$ cat config.mk
export PLATFORM = sky130hd
export DESIGN_NAME = audio_frame_tx
export DESIGN_NICKNAME = d
export VERILOG_FILES = /design/src/rtl/aftx_pkg.sv /design/src/rtl/aftx_bclk_gen.sv /design/src/rtl/aftx_ctrl.sv /design/src/rtl/aftx_datapath.sv /design/src/rtl/audio_frame_tx.sv
export SDC_FILE = /design/constraint.sdc
export NUM_CORES = 1
export LEC_CHECK = 0
export BUFFER_PORTS_ARGS = -buffer_cell sky130_fd_sc_hd__buf_2
export CORE_MARGIN = 4
export CORE_UTILIZATION = 51
export DETAILED_ROUTE_END_ITERATION = 6
export PLACE_DENSITY = 0.77
export SYNTH_ARGS = -nofsm -noshare
export SYNTH_HDL_FRONTEND = slang
export SYNTH_SLANG_ARGS = --single-unit
$ cat constraint.sdc
create_clock -name clk -period 4.06 [get_ports clk]
set_clock_uncertainty 0.15 [all_clocks]
set_input_delay 0.203 -clock clk [delete_from_list [all_inputs] [get_ports clk]]
set_output_delay 0.203 -clock clk [all_outputs]
set_load 0.005 [all_outputs]
$ cat src/rtl/aftx_pkg.sv
package aftx_pkg;

  typedef enum logic [1:0] {
    FMT_STD       = 2'd0,
    FMT_LEFT      = 2'd1,
    FMT_DSP_EARLY = 2'd2,
    FMT_DSP_LATE  = 2'd3
  } fmt_e;

  // Strobes the control half hands to the datapath on each shift event
  typedef struct packed {
    logic shift;     // transmit edge of the bit clock
    logic load;      // capture the offered sample word
    logic clear;     // zero the held word
    logic run;       // engine active after this edge
    logic fsActive;  // frame sync asserted after this edge
  } strobe_t;

endpackage

$ cat src/rtl/aftx_bclk_gen.sv
module aftx_bclk_gen #(
  parameter int DIV_W = 8
) (
  input  logic             clk,
  input  logic             rstN,
  input  logic [DIV_W-1:0] cfgDiv,
  output logic             bclkRaw,
  output logic             fallStrobe
);

  logic [DIV_W-1:0] divQ;
  logic             levelQ;
  logic             halfDone;

  assign halfDone   = (divQ >= cfgDiv);
  assign fallStrobe = halfDone && levelQ;
  assign bclkRaw    = levelQ;

  always_ff @(posedge clk or negedge rstN) begin
    if (!rstN) begin
      divQ   <= '0;
      levelQ <= 1'b0;
    end else if (halfDone) begin
      divQ   <= '0;
      levelQ <= ~levelQ;
    end else begin
      divQ <= divQ + 1'b1;
    end
  end

endmodule

$ cat src/rtl/aftx_ctrl.sv
module aftx_ctrl
  import aftx_pkg::*;
#(
  parameter int WORD_MAX  = 32,
  parameter int SLOTS_MAX = 8,
  localparam int IDX_W  = $clog2(WORD_MAX),
  localparam int SLOT_W = $clog2(SLOTS_MAX),
  localparam int WLEN_W = $clog2(WORD_MAX + 1),
  localparam int CHAN_W = $clog2(SLOTS_MAX + 1)
) (
  input  logic                 clk,
  input  logic                 rstN,
  input  logic                 fallStrobe,
  input  logic                 txEnable,
  input  logic [1:0]           cfgFormat,
  input  logic [WLEN_W-1:0]    cfgWordLen,
  input  logic [CHAN_W-1:0]    cfgChans,
  input  logic [SLOTS_MAX-1:0] cfgSlotMask,
  input  logic                 cfgLsbFirst,
  input  logic                 sampleValid,
  output logic                 sampleReady,
  output strobe_t              ctl,
  output logic [IDX_W-1:0]     bitSel,
  output logic                 running,
  output logic [SLOT_W-1:0]    curSlot
);

  fmt_e fmt;
  assign fmt = fmt_e'(cfgFormat);

  logic              runQ, contQ;
  logic [IDX_W-1:0]  bitQ, nBit;
  logic [SLOT_W-1:0] slotQ, nSlot;
  logic              nRun, nCont;
  logic [WLEN_W-1:0] wlenM1;
  logic [CHAN_W-1:0] chansM1;
  logic              lastBitQ, atLast;
  logic              nLastBit, nAtLast;
  logic              firstSlot, earlyCue, fsN;
  logic              wordStart, slotOff;

  assign wlenM1   = cfgWordLen - 1'b1;
  assign chansM1  = cfgChans - 1'b1;
  assign lastBitQ = (WLEN_W'(bitQ) == wlenM1);
  assign atLast   = lastBitQ && (CHAN_W'(slotQ) == chansM1);

  // Next bit position; an idle engine enters the last position as a lead bit
  always_comb begin
    nBit  = bitQ;
    nSlot = slotQ;
    nRun  = runQ;
    if (!runQ) begin
      nBit  = wlenM1[IDX_W-1:0];
      nSlot = chansM1[SLOT_W-1:0];
      nRun  = txEnable;
    end else if (atLast) begin
      nBit  = '0;
      nSlot = '0;
      nRun  = contQ;
    end else if (lastBitQ) begin
      nBit  = '0;
      nSlot = slotQ + 1'b1;
    end else begin
      nBit = bitQ + 1'b1;
    end
  end

  assign nLastBit  = (WLEN_W'(nBit) == wlenM1);
  assign nAtLast   = nLastBit && (CHAN_W'(nSlot) == chansM1);
  assign nCont     = nAtLast ? txEnable : contQ;
  assign firstSlot = (nSlot == '0);
  assign earlyCue  = nAtLast && nCont;

  always_comb begin
    case (fmt)
      FMT_STD:       fsN = (firstSlot && !nLastBit) || earlyCue;
      FMT_LEFT:      fsN = firstSlot;
      FMT_DSP_EARLY: fsN = earlyCue;
      FMT_DSP_LATE:  fsN = firstSlot && (nBit == '0);
      default:       fsN = 1'b0;
    endcase
  end

  assign wordStart   = nRun && (nBit == '0);
  assign slotOff     = cfgSlotMask[nSlot];
  assign sampleReady = fallStrobe && wordStart && !slotOff && sampleValid;

  assign ctl.shift    = fallStrobe;
  assign ctl.load     = sampleReady;
  assign ctl.clear    = fallStrobe && !sampleReady && (!nRun || !runQ || (nBit == '0));
  assign ctl.run      = nRun;
  assign ctl.fsActive = nRun && fsN;

  assign bitSel  = cfgLsbFirst ? nBit : (wlenM1[IDX_W-1:0] - nBit);
  assign running = runQ;
  assign curSlot = slotQ;

  always_ff @(posedge clk or negedge rstN) begin
    if (!rstN) begin
      runQ  <= 1'b0;
      contQ <= 1'b0;
      bitQ  <= '0;
      slotQ <= '0;
    end else if (fallStrobe) begin
      runQ  <= nRun;
      contQ <= nCont;
      bitQ  <= nBit;
      slotQ <= nSlot;
    end
  end

  // the engine only drops out of the running state from a frame's last bit
  p_stop_boundary_r11: assert property (@(posedge clk) disable iff (!rstN)
    $fell(runQ) |-> $past(atLast));

  // a word transfer happens only while a frame is being sent
  p_ready_active_r9: assert property (@(posedge clk) disable iff (!rstN)
    sampleReady |-> runQ);

endmodule

$ cat src/rtl/aftx_datapath.sv
module aftx_datapath
  import aftx_pkg::*;
#(
  parameter int WORD_MAX = 32,
  localparam int IDX_W = $clog2(WORD_MAX)
) (
  input  logic                clk,
  input  logic                rstN,
  input  strobe_t             ctl,
  input  logic [IDX_W-1:0]    bitSel,
  input  logic [WORD_MAX-1:0] sampleData,
  input  logic [1:0]          cfgFormat,
  input  logic                cfgFsInv,
  output logic                serData,
  output logic                fsPin
);

  logic [WORD_MAX-1:0] wordQ;
  logic                dataQ;
  logic                fsActQ;
  logic                activeLow;
  logic                isPulse;

  always_ff @(posedge clk or negedge rstN) begin
    if (!rstN) begin
      wordQ  <= '0;
      dataQ  <= 1'b0;
      fsActQ <= 1'b0;
    end else if (ctl.shift) begin
      if (ctl.load)       wordQ <= sampleData;
      else if (ctl.clear) wordQ <= '0;
      if (!ctl.run)       dataQ <= 1'b0;
      else if (ctl.load)  dataQ <= sampleData[bitSel];
      else if (ctl.clear) dataQ <= 1'b0;
      else                dataQ <= wordQ[bitSel];
      fsActQ <= ctl.fsActive;
    end
  end

  assign activeLow = (cfgFormat == FMT_STD);
  assign isPulse   = (cfgFormat == FMT_DSP_EARLY) || (cfgFormat == FMT_DSP_LATE);
  assign serData   = dataQ;
  assign fsPin     = fsActQ ^ activeLow ^ cfgFsInv;

  // a pulse-style sync never stays active into the following bit
  p_pulse_single_r3: assert property (@(posedge clk) disable iff (!rstN)
    (ctl.shift && fsActQ && isPulse) |=> !fsActQ);

endmodule

$ cat src/rtl/audio_frame_tx.sv
module audio_frame_tx
  import aftx_pkg::*;
#(
  parameter int WORD_MAX  = 32,
  parameter int SLOTS_MAX = 8,
  parameter int DIV_W     = 8,
  localparam int IDX_W  = $clog2(WORD_MAX),
  localparam int SLOT_W = $clog2(SLOTS_MAX),
  localparam int WLEN_W = $clog2(WORD_MAX + 1),
  localparam int CHAN_W = $clog2(SLOTS_MAX + 1)
) (
  input  logic                 clk,
  input  logic                 rstN,
  input  logic                 txEnable,
  input  logic [1:0]           cfgFormat,
  input  logic                 cfgBclkInv,
  input  logic                 cfgFsInv,
  input  logic                 cfgLsbFirst,
  input  logic [WLEN_W-1:0]    cfgWordLen,
  input  logic [CHAN_W-1:0]    cfgChans,
  input  logic [SLOTS_MAX-1:0] cfgSlotMask,
  input  logic [DIV_W-1:0]     cfgDiv,
  input  logic [WORD_MAX-1:0]  sampleData,
  input  logic                 sampleValid,
  output logic                 sampleReady,
  output logic                 bclk,
  output logic                 fsync,
  output logic                 serData,
  output logic                 txActive
);

  logic              bclkRaw, fallStrobe, running;
  strobe_t           ctl;
  logic [IDX_W-1:0]  bitSel;
  logic [SLOT_W-1:0] curSlot;

  aftx_bclk_gen #(.DIV_W(DIV_W)) u_bclk (
    .clk        (clk),
    .rstN       (rstN),
    .cfgDiv     (cfgDiv),
    .bclkRaw    (bclkRaw),
    .fallStrobe (fallStrobe)
  );

  aftx_ctrl #(.WORD_MAX(WORD_MAX), .SLOTS_MAX(SLOTS_MAX)) u_ctrl (
    .clk         (clk),
    .rstN        (rstN),
    .fallStrobe  (fallStrobe),
    .txEnable    (txEnable),
    .cfgFormat   (cfgFormat),
    .cfgWordLen  (cfgWordLen),
    .cfgChans    (cfgChans),
    .cfgSlotMask (cfgSlotMask),
    .cfgLsbFirst (cfgLsbFirst),
    .sampleValid (sampleValid),
    .sampleReady (sampleReady),
    .ctl         (ctl),
    .bitSel      (bitSel),
    .running     (running),
    .curSlot     (curSlot)
  );

  aftx_datapath #(.WORD_MAX(WORD_MAX)) u_data (
    .clk        (clk),
    .rstN       (rstN),
    .ctl        (ctl),
    .bitSel     (bitSel),
    .sampleData (sampleData),
    .cfgFormat  (cfgFormat),
    .cfgFsInv   (cfgFsInv),
    .serData    (serData),
    .fsPin      (fsync)
  );

  // The bit clock is gated low while idle; start and stop fall on its low phase
  assign bclk     = (running & bclkRaw) ^ cfgBclkInv;
  assign txActive = running;

  // a silenced slot keeps the data line low
  p_masked_low_r9: assert property (@(posedge clk) disable iff (!rstN)
    (running && cfgSlotMask[curSlot]) |-> !serData);

  // the data line is low whenever the engine is idle
  p_idle_low_r12: assert property (@(posedge clk) disable iff (!rstN)
    !running |-> !serData);

endmodule

After elaboration in Yosys (flattened, before gate mapping)
Cells that the tools add are included.
Word-level totals
  bits in registers: 53
  input port bits: 67
  output and inout port bits: 5
  logic and storage cells: 79
Operators by class
  add/subtract/negate cells: 6
  $lt $le $gt $ge: 3
  equality and inequality tests: 7
  multiplexer cells: 23
  bitwise gates (word level): 5
  reductions and logical operators: 26
Operator list (count)
  two-way mux 32 bit: 2
  two-way mux 5 bit: 4
  logical AND 1 bit: 13
  == test 5 x 6 -> 1 bit: 2
  binary-select mux 1 bit (select 5 bit): 2
  two-way mux 1 bit: 9
  two-way mux 3 bit: 3
  adder 8 x 1 -> 8 bit, second input constant: 1
  == test 3 x 4 -> 1 bit: 2
  >= comparator 8 bit: 1
  two-way mux 8 bit: 1
  < comparator 5 x 6 -> 1 bit, second input constant: 1
  subtractor 6 x 1 -> 6 bit, second input constant: 1
  adder 5 x 1 -> 5 bit, second input constant: 1
  logical NOT 1 bit: 5
  logical NOT 5 bit: 1
  subtractor 5 bit: 1
  == test 2 bit, second input constant: 2
  < comparator 3 x 4 -> 1 bit, second input constant: 1
  one-hot mux 1 bit (4 select lines): 1
  subtractor 4 x 1 -> 4 bit, second input constant: 1
  adder 3 x 1 -> 3 bit, second input constant: 1
  binary-select mux 1 bit (select 3 bit): 1
  logical NOT 3 bit: 1
  8 further kinds: 12

Longest topological paths before layout
  depth in word-level cells: 16
  gate-level depth with buffers: 20
  mapped depth without buffers: 20

Cells and area by module
From an unflattened synthesis, not the netlist that was laid out.
Unflattened totals
  cell total of the unflattened synthesis: 408
  area, all modules: 4265.3 um^2
Modules (own cells, without submodules)
  aftx_datapath: instances 1, cells each 126, area an instance 1848.0 um^2
  aftx_ctrl: instances 1, cells each 220, area an instance 1810.5 um^2
  aftx_bclk_gen: instances 1, cells each 60, area an instance 594.3 um^2
  audio_frame_tx: instances 1, cells each 2, area an instance 12.5 um^2

Worst setup path before layout
OpenSTA, ideal clock, no wires.
  kind: in2reg
  start: input port cfgWordLen[0]
  end: register u_data.dataQ, in the netlist u_data.serData
  setup time: 0.124 ns
  arrival time: 3.957 ns
  setup slack: -0.171 ns
  stages: 20
  buffers on the path: 1
  cell sequence: inv_1 -> ha_1 -> nor3b_2 -> xor2_2 -> xnor2_1 -> nand2_4 -> a31oi_4 -> ha_1 -> nor2b_1 -> o21a_1 -> or3_1 -> a21oi_1 -> a21o_1 -> clkbuf_1 -> mux2i_1 -> mux2i_1 -> nor2_1 -> a211oi_1 -> a211o_1 -> a211o_1
On the way
  longest elaborated chain between the ends: 16
Ends and longest elaborated chain
  start, declared: line audio_frame_tx.sv:19  | input logic [WLEN_W-1:0] cfgWordLen,
  subtractor 6 x 1 -> 6 bit *: line aftx_ctrl.sv:42  | assign wlenM1 = cfgWordLen - 1'b1;
  parallel branches: the longest is 14 deep, another holds subtractor 5 bit
  two-way mux 1 bit *: line aftx_datapath.sv:32  | if (!ctl.run) dataQ <= 1'b0;
  end signal, assigned: line aftx_datapath.sv:33  | else if (ctl.load) dataQ <= sampleData[bitSel];
  end signal, assigned: line aftx_datapath.sv:35  | else dataQ <= wordQ[bitSel];
  end, declared: line aftx_datapath.sv:19  | logic dataQ;
Every way passes the cells marked *. The select of a mux whose other input is x is not followed.
A chain may end at the register's enable or synchronous reset.

Worst setup path in the final report
  start: input port cfgWordLen[0]
  end: register u_data.dataQ, in the netlist u_data.serData
On the way
  longest elaborated chain between the ends: 16
Ends and longest elaborated chain
  subtractor 6 x 1 -> 6 bit *: line aftx_ctrl.sv:42
  == test 5 x 6 -> 1 bit: line aftx_ctrl.sv:44  | assign lastBitQ = (WLEN_W'(bitQ) == wlenM1);
  two-way mux 5 bit / logical AND 1 bit (equally long branches): line aftx_ctrl.sv:60, aftx_ctrl.sv:45
  two-way mux 5 bit: line aftx_ctrl.sv:56  | end else if (atLast) begin
  two-way mux 5 bit *: line aftx_ctrl.sv:52  | if (!runQ) begin
  named net u_ctrl.nBit[1]: line aftx_ctrl.sv:32  | logic [IDX_W-1:0] bitQ, nBit;
  parallel branches: the longest is 9 deep, another holds subtractor 5 bit
  two-way mux 1 bit *: line aftx_datapath.sv:33
  two-way mux 1 bit *: line aftx_datapath.sv:32
Mark *: on every way through the listed nets, which the timed path passes. The select of a mux whose other input is x is not followed.

==> impl_metrics.ini <==
[clock_tree]
ctsHtreeMaxLevel = 2
cts_sinks = 53
cts_root_buf = clkbuf_8
cts_tree = built
clk_path_buf_depth = 2
numCtsBuffers = 5
clkTransAtPathRegs_ps = 100
worstSkewPairLatency_ps = 310

[logic_synthesis]
synth-seq-cells = 53
async_reset_ff_share_pct = 100
yosysWarnings = 0
seq_area_frac_synth_pct = 33.4
synthCells = 393
synth.avg_cell_area_sq_um = 10.1
ys_types = 67
syn_area_sq_mm = 0.00397
synth-main-ff-cell = dfrtp_1
synth_edf_count = 0
synth_nets = 478

[sta]
final-hold-violation-count = 0
slew_viol_final = 0
max_freq_mhz = 253
timing.slew.headroom_pct = 55.4
period_share_pct = 97.2
setup_viol = 0
worst_pin_slew_ps = 669
hold-worst-slack_ps = 10.1
period_needed_ps = 3950
rsz0062_at_grt = true

[floorplan]
io_pins = 72
fp.dieH_um = 96.2
die_x_um = 96.2
rows = 31
core_area_sq_mm = 0.00741
start_util_pct = 53.6
dieArea_sq_mm = 0.00926

[status]
status = finished clean

[finish]
regArea_sq_mm = 0.00133
diodes = 0
multi_input_area_sq_mm = 0.00251
final.fill_count = 560
drive_gt1_share_pct = 32.3
stdcell_count = 632
num-nets-final = 617
areaGrowthSynthToFinish_pct = 31.2

[run]
max_cap_violations = 0

[detailed_routing]
ant_nets = 0
wl_per_cell_um = 16.8
wirelength_um = 10600
vias = 3638
viasPerCell = 5.76
dr.pass1.iters = 4
drt_iter0_drc = 203
drc = 0

[grt]
antenna_found_initial = 0
grt.overflow.total = 0
grt_pass1_vias = 3660
grt_usage_pct = 23.8
grt.met1_usage_pct = 30.4
grt_pass1_wl_um = 17300
met2_usage_pct = 42.4
grtUsageMet3_pct = 2.81
grt_start_max_net_pins = 54
top_usage_layer = met2

[place]
io_buffers = 71
place.gp.congestion = 0.904
post-place-cells = 590
dp_hpwl_um = 7930

[setup_path]
reg2regPathDepth = 16
ff2ff_setup_slack_ps = 180
critPathKind = in -> reg
r2r-start = u_ctrl.bitQ[3]$_DFFE_PN0P_
arrival_ps = 3990
critical_path.startpoint_type = primary input
crit_required_ps = 4110
crit_fanout = 5
r2r_end = u_data.serData$_DFFE_PN0P_
cp-end-kind = register

[min_path]
holdPathStages = 2
min_from = sampleData[26]
hp-class = in -> reg
hold_end = u_data.wordQ[26]$_DFFE_PN0P_

[pwr]
leakage_nw = 2.57
power_density_mw_per_mm2 = 542
power.total_mw = 2.82
ir_drop_v = 0.000252
-- cells by family after synthesis --
logic type,share of synthesized area (%)
AOI/OAI and AO/OA,21.3
xor gates and xnor gates,8.25
adders and majority gates,5.86
buffers and inverters,5.14
DFF,33.4
muxes,14.0
and+or+nand+nor,12.0
-- per-stage QoR --
stage	setup TNS [ps]	utilization [%]	cell area [sq um]	setup WS (ps)
after floorplan	0	-	3990	56.2
after global placement	-172	63.8	4720	-172
after detailed placement	-313	63.8	4720	-313
after CTS	0	69.0	5110	62.2
after global routing	-56.9	70.3	5210	-56.9
final	0	70.3	5210	114
-- cell usage after synthesis (4+ instances only) --
master,instances,area (sq um)
o31ai_1,4,30.0
buf_2,4,20.0
and3_1,4,25.0
mux2i_1,35,350
dfrtp_1,53,1330
nand2b_1,4,25.0
a21oi_1,14,70.1
nand2_1,24,90.1
xor2_1,13,114
nor2_1,23,86.3
nor2b_1,4,25.0
a31oi_1,5,31.3
buf_6,4,45.0
ha_1,17,213
nand3_1,11,55.1
a21o_1,6,45.0
inv_1,21,78.8
a22o_1,32,280
xnor2_1,18,158
o21a_1,4,30.0
mux2_2,6,67.6
clkbuf_1,9,33.8
o21ai_0,19,95.1
-- critical path, stage by stage --
cell	delay, ps
buf_2	120
inv_1	80
ha_1	190
xor3_1	420
nor3_2	170
and4_4	270
nand2_4	70
a31oi_4	220
inv_2	70
fa_1	440
xor2_1	200
a21oi_2	220
a31o_4	180
mux2i_1	200
mux2i_1	90
mux2i_1	150
o21ai_0	90
a211o_1	300
a211o_1	290
-- worst max path at each step --
stage / startpoint / endpoint / slack, ps / cells past startpoint
finish: cfgWordLen[0] / u_data.serData$_DFFE_PN0P_ / 110 / 19
global route: cfgWordLen[0] / u_data.serData$_DFFE_PN0P_ / -60 / 21
CTS: cfgWordLen[0] / u_data.serData$_DFFE_PN0P_ / 60 / 20
detailed placement: cfgWordLen[0] / u_data.serData$_DFFE_PN0P_ / -310 / 20
global placement: cfgWordLen[0] / u_data.serData$_DFFE_PN0P_ / -170 / 20
floorplan: cfgWordLen[0] / u_data.serData$_DFFE_PN0P_ / 60 / 20
-- layer usage --
layer,share of wire [%],vias up,routed length (um)
met5,0,-,0
met4,1.3,0,133
met3,4.3,15,459
met2,52,106,5550
met1,42,1788,4450
li1,-,1729,-
-- where the power goes --
part / internal (mW) / total [mW] / switching, mW
registers: 0.636 / 0.759 / 0.122
logic: 0.876 / 1.73 / 0.854
clock network: 0.158 / 0.335 / 0.177
total: 1.67 / 2.82 / 1.15
-- what timing repair did --
item | CTS | global route
setup endpoints to repair | 1 | 2
hold endpoints to repair | 80 | 1
resized for setup | 1 | 11
hold buffers | 28 | 1
cloned | 0 | 1
buffers inserted | 0 | 4
-- flip-flops by register name (all words and copies together) (netlist names) --
name            count
u_bclk.bclkRaw      1
u_bclk.divQ         8
u_ctrl.bitQ         5
u_ctrl.contQ        1
u_ctrl.curSlot      3
u_ctrl.running      1
u_data.fsActQ       1
u_data.serData      1
u_data.wordQ       32
-- area by class of cell --
cell class                      count  area share (%)
Timing Repair Buffer              151            20.5
Tap cell                           99            2.38
Clock buffer                        7            1.85
Clock inverter                      1           0.168
Inverter                           22            1.58
Multi-Input combinational cell    299            48.1
Sequential cell                    53            25.5
-- placed cells by master (no fill, tap or decap), types with 3 or more instances in the layout --
master          n
xor2_1         13
a22o_1         32
o21ai_0        17
nand2_1        24
buf_4          48
buf_12          3
mux2_2          6
nand2b_1        4
inv_1          21
a21oi_1        10
o21a_1          4
xnor2_1        17
ha_1           17
mux2i_1        35
mux4_2          3
and3_1          4
nor3_1          3
nand3_1        11
o211ai_1        3
nor2_1         23
dfrtp_1        53
nor2b_1         4
dlygate4sd3_1  29
clkbuf_8        7
o31ai_1         3
a21oi_2         4
a21o_1          5
buf_2          71
a31oi_1         5
Note: power is estimated with default switching activity, not from simulation.
